`config.mk`:
```
export PLATFORM = sky130hd
export DESIGN_NAME = edge_irq_unit
export DESIGN_NICKNAME = d
export VERILOG_FILES = /design/src/rtl/eiu_pkg.sv /design/src/rtl/eiu_line_sync.sv /design/src/rtl/eiu_id_bank.sv /design/src/rtl/edge_irq_unit.sv
export SDC_FILE = /design/constraint.sdc
export NUM_CORES = 1
export LEC_CHECK = 0
export BUFFER_PORTS_ARGS = -buffer_cell sky130_fd_sc_hd__buf_2
export CORE_ASPECT_RATIO = 1.5
export CORE_UTILIZATION = 45
export CTS_BUF_LIST = sky130_fd_sc_hd__clkbuf_8
export CTS_CLUSTER_SIZE = 28
export DETAILED_ROUTE_END_ITERATION = 10
export GPL_ROUTABILITY_DRIVEN = 1
export GPL_TIMING_DRIVEN = 0
export HOLD_SLACK_MARGIN = 0.06
export PLACE_DENSITY = 0.82
export SYNTH_ARGS = -nofsm -noshare
export SYNTH_HDL_FRONTEND = slang
export SYNTH_SLANG_ARGS = --single-unit
```
`constraint.sdc`:
```
create_clock -name clk_i -period 1.65 [get_ports clk_i]
set_input_delay 0.165 -clock clk_i [delete_from_list [all_inputs] [get_ports clk_i]]
set_output_delay 0.165 -clock clk_i [all_outputs]
set_load 0.05 [all_outputs]
```
`src/rtl/eiu_pkg.sv`:
```
package eiu_pkg;
  localparam int unsigned LINES_PER_PORT = 8;
  localparam int unsigned EDGE_PORTS     = 3;
  localparam int unsigned EDGE_LINES     = LINES_PER_PORT * EDGE_PORTS;
  localparam int unsigned WARMUP_CYCLES  = 3;
endpackage

```
`src/rtl/eiu_line_sync.sv`:
```
module eiu_line_sync #(
  parameter int unsigned WIDTH  = 24,
  parameter int unsigned WARMUP = 3
) (
  input  logic             clk_i,
  input  logic             rst_ni,
  input  logic [WIDTH-1:0] lines_i,
  output logic [WIDTH-1:0] cur_o,
  output logic [WIDTH-1:0] prev_o,
  output logic             valid_o
);
  localparam int unsigned CW = $clog2(WARMUP + 1);

  logic [WIDTH-1:0] meta_q, cur_q, prev_q;
  logic [CW-1:0]    fill_q;

  always_ff @(posedge clk_i or negedge rst_ni) begin
    if (!rst_ni) begin
      meta_q <= '0;
      cur_q  <= '0;
      prev_q <= '0;
      fill_q <= '0;
    end else begin
      meta_q <= lines_i;
      cur_q  <= meta_q;
      prev_q <= cur_q;
      if (fill_q != CW'(WARMUP)) fill_q <= fill_q + 1'b1;
    end
  end

  // prev holds a real pin sample only after the pipeline has filled
  assign valid_o = (fill_q == CW'(WARMUP));
  assign cur_o   = cur_q;
  assign prev_o  = prev_q;

  AST_WARMUP_MONO: assert property (@(posedge clk_i) disable iff (!rst_ni)
    valid_o |=> valid_o);
endmodule

```
`src/rtl/eiu_id_bank.sv`:
```
module eiu_id_bank #(
  parameter int unsigned WIDTH = 24
) (
  input  logic             clk_i,
  input  logic             rst_ni,
  input  logic [WIDTH-1:0] set_i,
  input  logic             clr_we_i,
  input  logic [WIDTH-1:0] clr_data_i,
  output logic [WIDTH-1:0] id_o
);
  logic [WIDTH-1:0] id_q, clr_mask;

  assign clr_mask = clr_we_i ? ~clr_data_i : '0;

  always_ff @(posedge clk_i or negedge rst_ni) begin
    if (!rst_ni) id_q <= '0;
    else         id_q <= (id_q & ~clr_mask) | set_i; // new edge wins
  end

  assign id_o = id_q;

  for (genvar i = 0; i < WIDTH; i++) begin : g_chk
    AST_ID_FROM_EDGE: assert property (@(posedge clk_i) disable iff (!rst_ni)
      $rose(id_q[i]) |-> $past(set_i[i]));
    AST_ID_STICKY: assert property (@(posedge clk_i) disable iff (!rst_ni)
      (id_q[i] && !(clr_we_i && !clr_data_i[i])) |=> id_q[i]);
    AST_EDGE_WINS: assert property (@(posedge clk_i) disable iff (!rst_ni)
      set_i[i] |=> id_q[i]);
  end
endmodule

```
`src/rtl/edge_irq_unit.sv`:
```
module edge_irq_unit
  import eiu_pkg::*;
#(
  parameter int unsigned PORT_W = LINES_PER_PORT,
  parameter int unsigned PORTS  = EDGE_PORTS,
  parameter int unsigned WARMUP = WARMUP_CYCLES
) (
  input  logic                    clk_i,
  input  logic                    rst_ni,
  input  logic [PORT_W*PORTS-1:0] lines_i,
  input  logic [PORT_W*PORTS-1:0] dir_i,
  input  logic [PORT_W*PORTS-1:0] en_i,
  input  logic                    clr_we_i,
  input  logic [PORT_W*PORTS-1:0] clr_data_i,
  output logic [PORT_W*PORTS-1:0] id_o,
  output logic [PORTS-1:0]        pend_o,
  output logic                    irq_o
);
  localparam int unsigned N = PORT_W * PORTS;

  logic [N-1:0] cur, prev, rise, fall, hit;
  logic         smp_valid;

  eiu_line_sync #(.WIDTH(N), .WARMUP(WARMUP)) u_sync (
    .clk_i   (clk_i),
    .rst_ni  (rst_ni),
    .lines_i (lines_i),
    .cur_o   (cur),
    .prev_o  (prev),
    .valid_o (smp_valid)
  );

  assign rise = cur & ~prev;
  assign fall = ~cur & prev;
  assign hit  = smp_valid ? (en_i & ((dir_i & rise) | (~dir_i & fall))) : '0;

  eiu_id_bank #(.WIDTH(N)) u_ids (
    .clk_i      (clk_i),
    .rst_ni     (rst_ni),
    .set_i      (hit),
    .clr_we_i   (clr_we_i),
    .clr_data_i (clr_data_i),
    .id_o       (id_o)
  );

  for (genvar p = 0; p < PORTS; p++) begin : g_pend
    assign pend_o[p] = |id_o[p*PORT_W +: PORT_W];
  end

  assign irq_o = |pend_o;

  for (genvar i = 0; i < N; i++) begin : g_chk
    AST_SET_NEEDS_EN: assert property (@(posedge clk_i) disable iff (!rst_ni)
      $rose(id_o[i]) |-> $past(en_i[i]));
  end

  AST_PEND_IRQ: assert property (@(posedge clk_i) disable iff (!rst_ni)
    (pend_o != '0) |-> irq_o);
  AST_IRQ_DROP: assert property (@(posedge clk_i) disable iff (!rst_ni)
    $fell(irq_o) |-> $past(clr_we_i));
endmodule

```
==> results.txt, run 1 <==
* DP HPWL: 5000 um
- Startpoint types: register
- Via count: 2665
- Along the worst hold path, the cell count comes to 2.
* Distinct cells, synth: 12
- Multiplexer share of the synthesized area: 0.337%
* Classification of the worst setup path: reg2out
* Slack of the critical path: -261 ps
- In this run the horizontal extent of the chip is 72.4 um.
- Worst vdd rail ir drop: 0.822 mV
- Clock-pin slew was measured on the worst setup and hold paths at 80 ps.
* Post-placement worst setup slack: -27.4 ps
- Final worst hold slack: 83.8 ps
- Combined area of the multi-input logic cells: 962 um^2
- The first detailed-routing pass took 4 iterations.
* Critical path data required time: 1480 ps
- With fillers left out, the area of the finished cells amounts to 4950 um^2.
- The mapped netlist covers 3340 um^2.
* Slew at the pin closest to its max-slew limit: 611 ps
- The number of nets handed over by synthesis was 336.
- After filler insertion, the fill cell instance count of the layout stands at 534.
* Compound-Gate Fraction of Synth Area: 11.7%
* Antenna cell count: 0
- The flow ran to the end, but the final reports show violations.
- After detailed routing, the total wire length is 8080 um.
- The floorplan step defined a die boundary enclosing 7790 um^2.
* Standard cell area after detailed placement: 4190 um^2
- Effective utilization at floorplan: 46.3%
- Storage cell area: 2470 um^2
- Share of synthesized area occupied by flip-flops and latches: 73.3%
- Dividing the detail-routed wire length by the instance count gives 15.2 um.
- Data arrives at the worst endpoint at 1750 ps.
- Largest family of logic cells by synthesized area: simple AND/OR/NAND/NOR gates
- No sink is reached through more buffers than the 2 on the longest clock path.
* Number of maximum-capacitance violations: 0
* TritonCTS clock tree: done
- The final reports fail on setup timing.
- Fraction of layout instances using a drive strength above 1: 41.2%
* Count of endpoints failing setup in the final report: 1
* Max Transition Viols Final: 0
* Areal power density over the cells: 1050 nW/um^2
* Setup TNS after final layout: -261 ps
* R2r worst-path depth: 4
* Remaining max-slew budget at the tightest pin: 59.3%
* Element type at the critical path end: primary output
* Final number of hold-violating endpoints: 0
- Clock sink count: 98
* Overall die height: 108 um
- Seq cells post-synth: 98
- The core region is 7230 um^2.
* Yosys warning count: 0
- Derived from the worst setup path, the maximum achievable clock frequency is 523 MHz.
- The worst path uses 116% of the clock period.
- After detailed routing, the number of remaining DRC violations is 0.
* Top-level port count: 127
* Grt total ovfl: 0
- Setup repair after global routing could not meet its margin everywhere.
* Pin count of the biggest net entering global routing: 52
- Path category of the worst min-delay check: in2reg
- Clock latency on the worst-skew pair: 360 ps
- In this run, CTS created clock tree buffers numbering 9.
- Synth Area in XOR/XNOR: 0.262%
- The tree is rooted in a clkbuf_8.
* Global placer's final weighted congestion: 0.745
* DRT antenna net count: 0
- Via count of the first global-routing pass: 2870
- Utilization after layout: 68.6%
- Fraction of the mapped netlist area in simple logic gates: 13.3%
* Adder-Cell Fraction of Synth Area: 0.374%
* Vias per cell: 5.03
- A synthesized cell averages 14.2 um^2.
- CTS built an H-tree with a depth of 3.
- Compared with the post-synthesis result, the final layout area differs by 48.1%.
* Number of I/O port buffers: 126
- On the final layout, the worst clock skew is 7.81 ps.
- First-pass GRT wire length: 12800 um
- Leakage power: 2.28 nW
* Time the worst path needs with I/O delays and setup: 1910 ps
- Synth Instances: 236
* Total routing usage reported by global routing: 22.7%
- Along the worst path, the maximum fanout reaches 3.
- Number of antenna violations at the first check in global routing: 0
- Floorplan row count: 38
- NumNets Final: 525
- In this run, the number of DRC markers left after iteration 0 of detailed routing was 147.
worst max-delay path: stages, from the launching register on:
cell	delay, ps
dfrtp_2	450
nor4_4	310
nand2_2	100
or3_4	380
buf_8	160
final cells by class:
cell class | instances | share of cell area (%)
plain buffers | 5 | 0.480
clock buffers | 11 | 3.06
clock inverters | 5 | 0.934
multi-input cells | 133 | 19.4
flip-flops and latches | 98 | 49.9
well taps | 100 | 2.53
repair buffers | 178 | 23.6
where the power goes:
part | leakage (nW) | switching [mW] | internal (mW)
logic | 1.04 | 0.556 | 0.391
clock network | 0.113 | 0.747 | 0.766
registers | 1.13 | 0.154 | 2.59
total | 2.28 | 1.46 | 3.74
worst paths after layout:
path / from / end / slack (ps)
max in group asynchronous: rst_ni / u_ids.id_o[2] / 620
min reg2reg: u_sync.meta_q[11] / u_sync.cur_o[11] / 340
max reg2reg: u_sync.fill_q[0] / u_ids.id_o[13] / 220
min: en_i[17] / u_ids.id_o[17] / 80
max: u_ids.id_o[15] / irq_o / -260
min in group asynchronous: rst_ni / u_sync.prev_o[15] / 360
metal layers:
| layer | share of wire (%) | GRT usage (%) |
|---|---|---|
| met1 | 38 | 23.8 |
| met2 | 53 | 39.6 |
| met3 | 5.3 | 5.62 |
| met4 | 3.4 | 14.6 |
| met5 | 0 | 0 |
kinds of logic (layout without fill, tap and decap cells):
kind of cell,after synthesis,count (layout)
flops,98,98
simple gates,82,82
compound gates,48,48
buf+inv,5,199
fa+ha+maj,1,1
xor+xnor,1,1
mux,1,1
synthesized netlist by cell type:
master / count / area (um^2)
ha_1: 1 / 12.5
o22ai_1: 24 / 150
or3_1: 1 / 6.26
buf_2: 4 / 20.0
mux2_2: 1 / 11.3
nor4_1: 6 / 37.5
a32o_1: 24 / 240
dfrtp_1: 98 / 2450
nand2b_1: 48 / 300
xnor2_1: 1 / 8.76
clkbuf_1: 1 / 3.75
nand2_1: 27 / 101
what timing repair did:
item / CTS / global route
hold buffers: 47 / 0
hold endpoints to repair: 93 / 0
resized for setup: 10 / 0
buffers inserted: 4 / 0
pin swaps: 5 / 0
endpoints found under the setup margin: 3 / 3
placed cells by master, fill, tap and decap left out:
cell,synthesis,layout
a32o_1,24,24
nand2_1,27,24
xnor2_1,1,1
bufinv_16,0,1
nand2_2,0,3
clkbuf_8,0,11
nand2b_1,48,48
ha_1,1,1
mux2_2,1,1
nor4_4,0,5
o22ai_1,24,24
clkbuf_1,1,1
dfrtp_1,98,80
dlygate4sd3_1,0,47
clkinv_2,0,1
buf_8,0,1
or3_4,0,1
buf_16,0,1
buf_2,4,128
dfrtp_2,0,18
buf_4,0,5
nor4_2,0,1
inv_1,0,3
registers in the layout, summed over array words and instances, names as in the netlist:
register       cells
u_sync.meta_q     24
u_ids.id_o        24
u_sync.cur_o      24
u_sync.fill_q      2
u_sync.prev_o     24
through the flow:
stage / cells / total power [mW]
finish: 530 / 5.20
global route: 530 / 5.44
CTS: 530 / 5.24
detailed placement: 463 / 3.57
global placement: 462 / 3.53
floorplan: 236 / 3.24
Note: power is estimated with default switching activity, not from simulation.
==> inputs of run 2 (changes only) <==
--- a/config.mk
+++ b/config.mk
@@ -7,5 +7,5 @@
 export LEC_CHECK = 0
 export BUFFER_PORTS_ARGS = -buffer_cell sky130_fd_sc_hd__buf_2
-export CORE_ASPECT_RATIO = 1.5
+export CORE_ASPECT_RATIO = 1.25
 export CORE_UTILIZATION = 45
 export CTS_BUF_LIST = sky130_fd_sc_hd__clkbuf_8
==> constraint.sdc (replaced) <==
create_clock -name clk_i -period 1.65 [get_ports clk_i]
set_input_delay 0.2475 -clock clk_i [delete_from_list [all_inputs] [get_ports clk_i]]
set_output_delay 0.2475 -clock clk_i [all_outputs]
set_load 0.05 [all_outputs]
==> run 2 against run 1 <==
The flow still finishes with violations (setup timing). Critical path depth did not move. Utilization fell by 1.6 points. Sequential cell count did not move. Sequential share of layout area rose by 2.4 points. Cell count fell by 6.0%. Register-to-register slack got worse by 30 ps. Clock power rose by 3%. Maximum frequency fell by 4.4%.
==> results.txt, run 2 (synthesis results as in run 1) <==
- The layout cell share with drive strength beyond 1 came to 44.1% (+3.0 points).
* Clock-pin transition on the worst setup and hold timing paths: 100 ps (+20 ps)
* Element type at the critical path end: primary output
- The number of buffers created by CTS is 9 (unchanged).
- Max Transition Viols Final: 0 (unchanged)
- The total power density per cell area was 1100 nW/um^2 (+4.7%).
- Initial drt markers: 63 (-57%)
- Slack of the critical path: -350 ps (-88.3 ps)
* Path category of the worst min-delay check: in2reg
- The die boundary height is 98.4 um (-8.6%).
- Global placer's final weighted congestion: 0.787 (+5.7%)
- Classification of the worst setup path: reg2out
- The clock latency on the worst-skew pair was 350 ps (about the same).
* Slowest stage delay, CP: 440 ps (about the same)
* Core area: 7060 um^2 (-2.3%)
- The total die area came to 7780 um^2 (about the same).
- Achievable Freq: 500 MHz (-4.4%)
* DRT antenna net count: 0 (unchanged)
- The top cell types in the final layout, fill and taps aside, are buf_2 (127), dfrtp_1 (80), nand2b_1 (48).
- Total Wirelength: 7030 um (-13%)
* Result of the run: finished with violations
- RSZ-0062 raised after global routing: yes
- Number of antenna violations at the first check in global routing: 0 (unchanged)
* 1st-pass router iterations: 4 (unchanged)
- The standby leakage power was 2.18 nW (-4.6%).
- Chain of cells forming the critical path: nor4_4, nand2_2, or3_4, buf_8
* Startpoint types: register
* Arrival time of data at the critical path endpoint: 1750 ps (about the same)
- The horizontal die dimension is 79.1 um (+9.3%).
* H-tree lvl count: 3 (unchanged)
* Final number of hold-violating endpoints: 0 (unchanged)
- The number of core rows was 34 (-11%).
- TritonCTS built the clock tree.
- Pin count of the biggest net entering global routing: 56 (+7.7%)
* Top-level port count: 127 (unchanged)
* Time the worst path needs with I/O delays and setup: 2000 ps (+88.3 ps)
- Master of the slowest instance on the critical path: dfrtp_2
- Leading cell type in the layout, fill and taps excluded: buf_2
- The total half-perimeter wirelength after legalization and detailed placement came to 4970 um (-0.52%).
* First-pass GRT wire length: 11800 um (-7.4%)
* Total non-filler cell area in the finished layout: 4730 um^2 (-4.6%)
* Final cycle utilization of the critical path: 121% (+5.4 points)
- Antenna cell count: 0 (unchanged)
- Drt drc: 0 (unchanged)
- The final reports fail on setup timing.
* Slew at the pin closest to its max-slew limit: 566 ps (-45.1 ps)
- Maximum clock insertion buffer count: 2 (unchanged)
* Buffer and inverter count on the worst path: 1 (unchanged)
- The number of failing setup endpoints in the final timing report was 3 (+2).
- Worst vdd rail ir drop: 0.777 mV (-5.5%)
- The net total in the final layout came to 503 (-4.2%).
- Via count: 2454 (-7.9%)
* Number of I/O port buffers: 126 (unchanged)
- The per-cell routed wire length was 14.1 um (-7.4%).
* Highest net fanout along the worst path: 3 (unchanged)
- Worst clock skew: 9.52 ps (+1.71 ps)
* Layout-stage area growth over the synthesis result: 41.3%
* Remaining max-slew budget at the tightest pin: 62.3% (+3.0 points)
- Grouping stages by cell kind, the critical path spends the most delay in simple AND/OR/NAND/NOR gates.
- The minimum hold slack is 145 ps (+61.6 ps).
- R2R setup slack: 190 ps (-30 ps)
- Grt total ovfl: 0 (unchanged)
- Critical path data required time: 1400 ps (-80 ps)
- The reported max-cap violation count was 0 (unchanged).
- The via count of the first global-routing pass is 2657 (-7.4%).
* Standard cell area after detailed placement: 4180 um^2 (-0.30%)
- The number of sinks handled by clock tree synthesis came to 98 (unchanged).
- The via density per instance came to 4.93 (-2.0%).
- Clock root buffer: clkbuf_8
- Effective utilization at floorplan: 47.4% (+1.1 points)
* Total routing usage reported by global routing: 20.2% (-2.4 points)
run 2: layer usage:
layer  part of all wire [%]  GRT usage [%]
met1                     39           22.7
met3                    5.9           4.67
met5                      0              0
met4                    2.0           8.67
met2                     53           36.2
run 2: where the power goes:
| part | total [mW] | switching (mW) | internal [mW] | leakage [nW] |
|---|---|---|---|---|
| clock network | 1.56 | 0.807 | 0.758 | 0.0999 |
| registers | 2.73 | 0.147 | 2.59 | 1.13 |
| logic | 0.894 | 0.539 | 0.355 | 0.943 |
| total | 5.19 | 1.49 | 3.70 | 2.18 |
run 2: final timing paths:
path,start,to,cells past startpoint
max in group asynchronous,rst_ni,u_ids.id_o[17],3
worst min-delay path,en_i[23],u_ids.id_o[23],2
worst min register to register,u_sync.meta_q[11],u_sync.cur_o[11],0
min in group asynchronous,rst_ni,u_sync.meta_q[19],2
worst max-delay path,u_ids.id_o[3],irq_o,4
worst max register to register,u_sync.fill_q[0],u_ids.id_o[20],4
run 2: layout make-up:
cell class                      instances  area [um^2]
Sequential cell                        98         2470
Fill cell                             520         2330
Multi-Input combinational cell        133          953
Timing Repair Buffer                  156          953
Clock buffer                           10          138
Tap cell                               90          113
Clock inverter                          6         71.3
Buffer                                  5         23.8
run 2: timing repair:
item | CTS | global route
hold buffers | 25 | 0
hold endpoints to repair | 67 | 0
endpoints found under the setup margin | 4 | 4
gates resized for setup | 9 | 2
setup buffers | 4 | 0
pin swaps | 6 | 1
run 2: stage by stage:
step	power, mW	instances	setup slack [ps]	utilization, %	TNS, ps
floorplan	3.24	236	-190	-	-190
global placement	3.53	452	-710	58.7	-55740
detailed placement	3.57	453	-137	59.2	-137
CTS	5.24	498	-361	66.9	-471
global route	5.42	498	-434	66.9	-686
finish	5.19	498	-350	66.9	-375
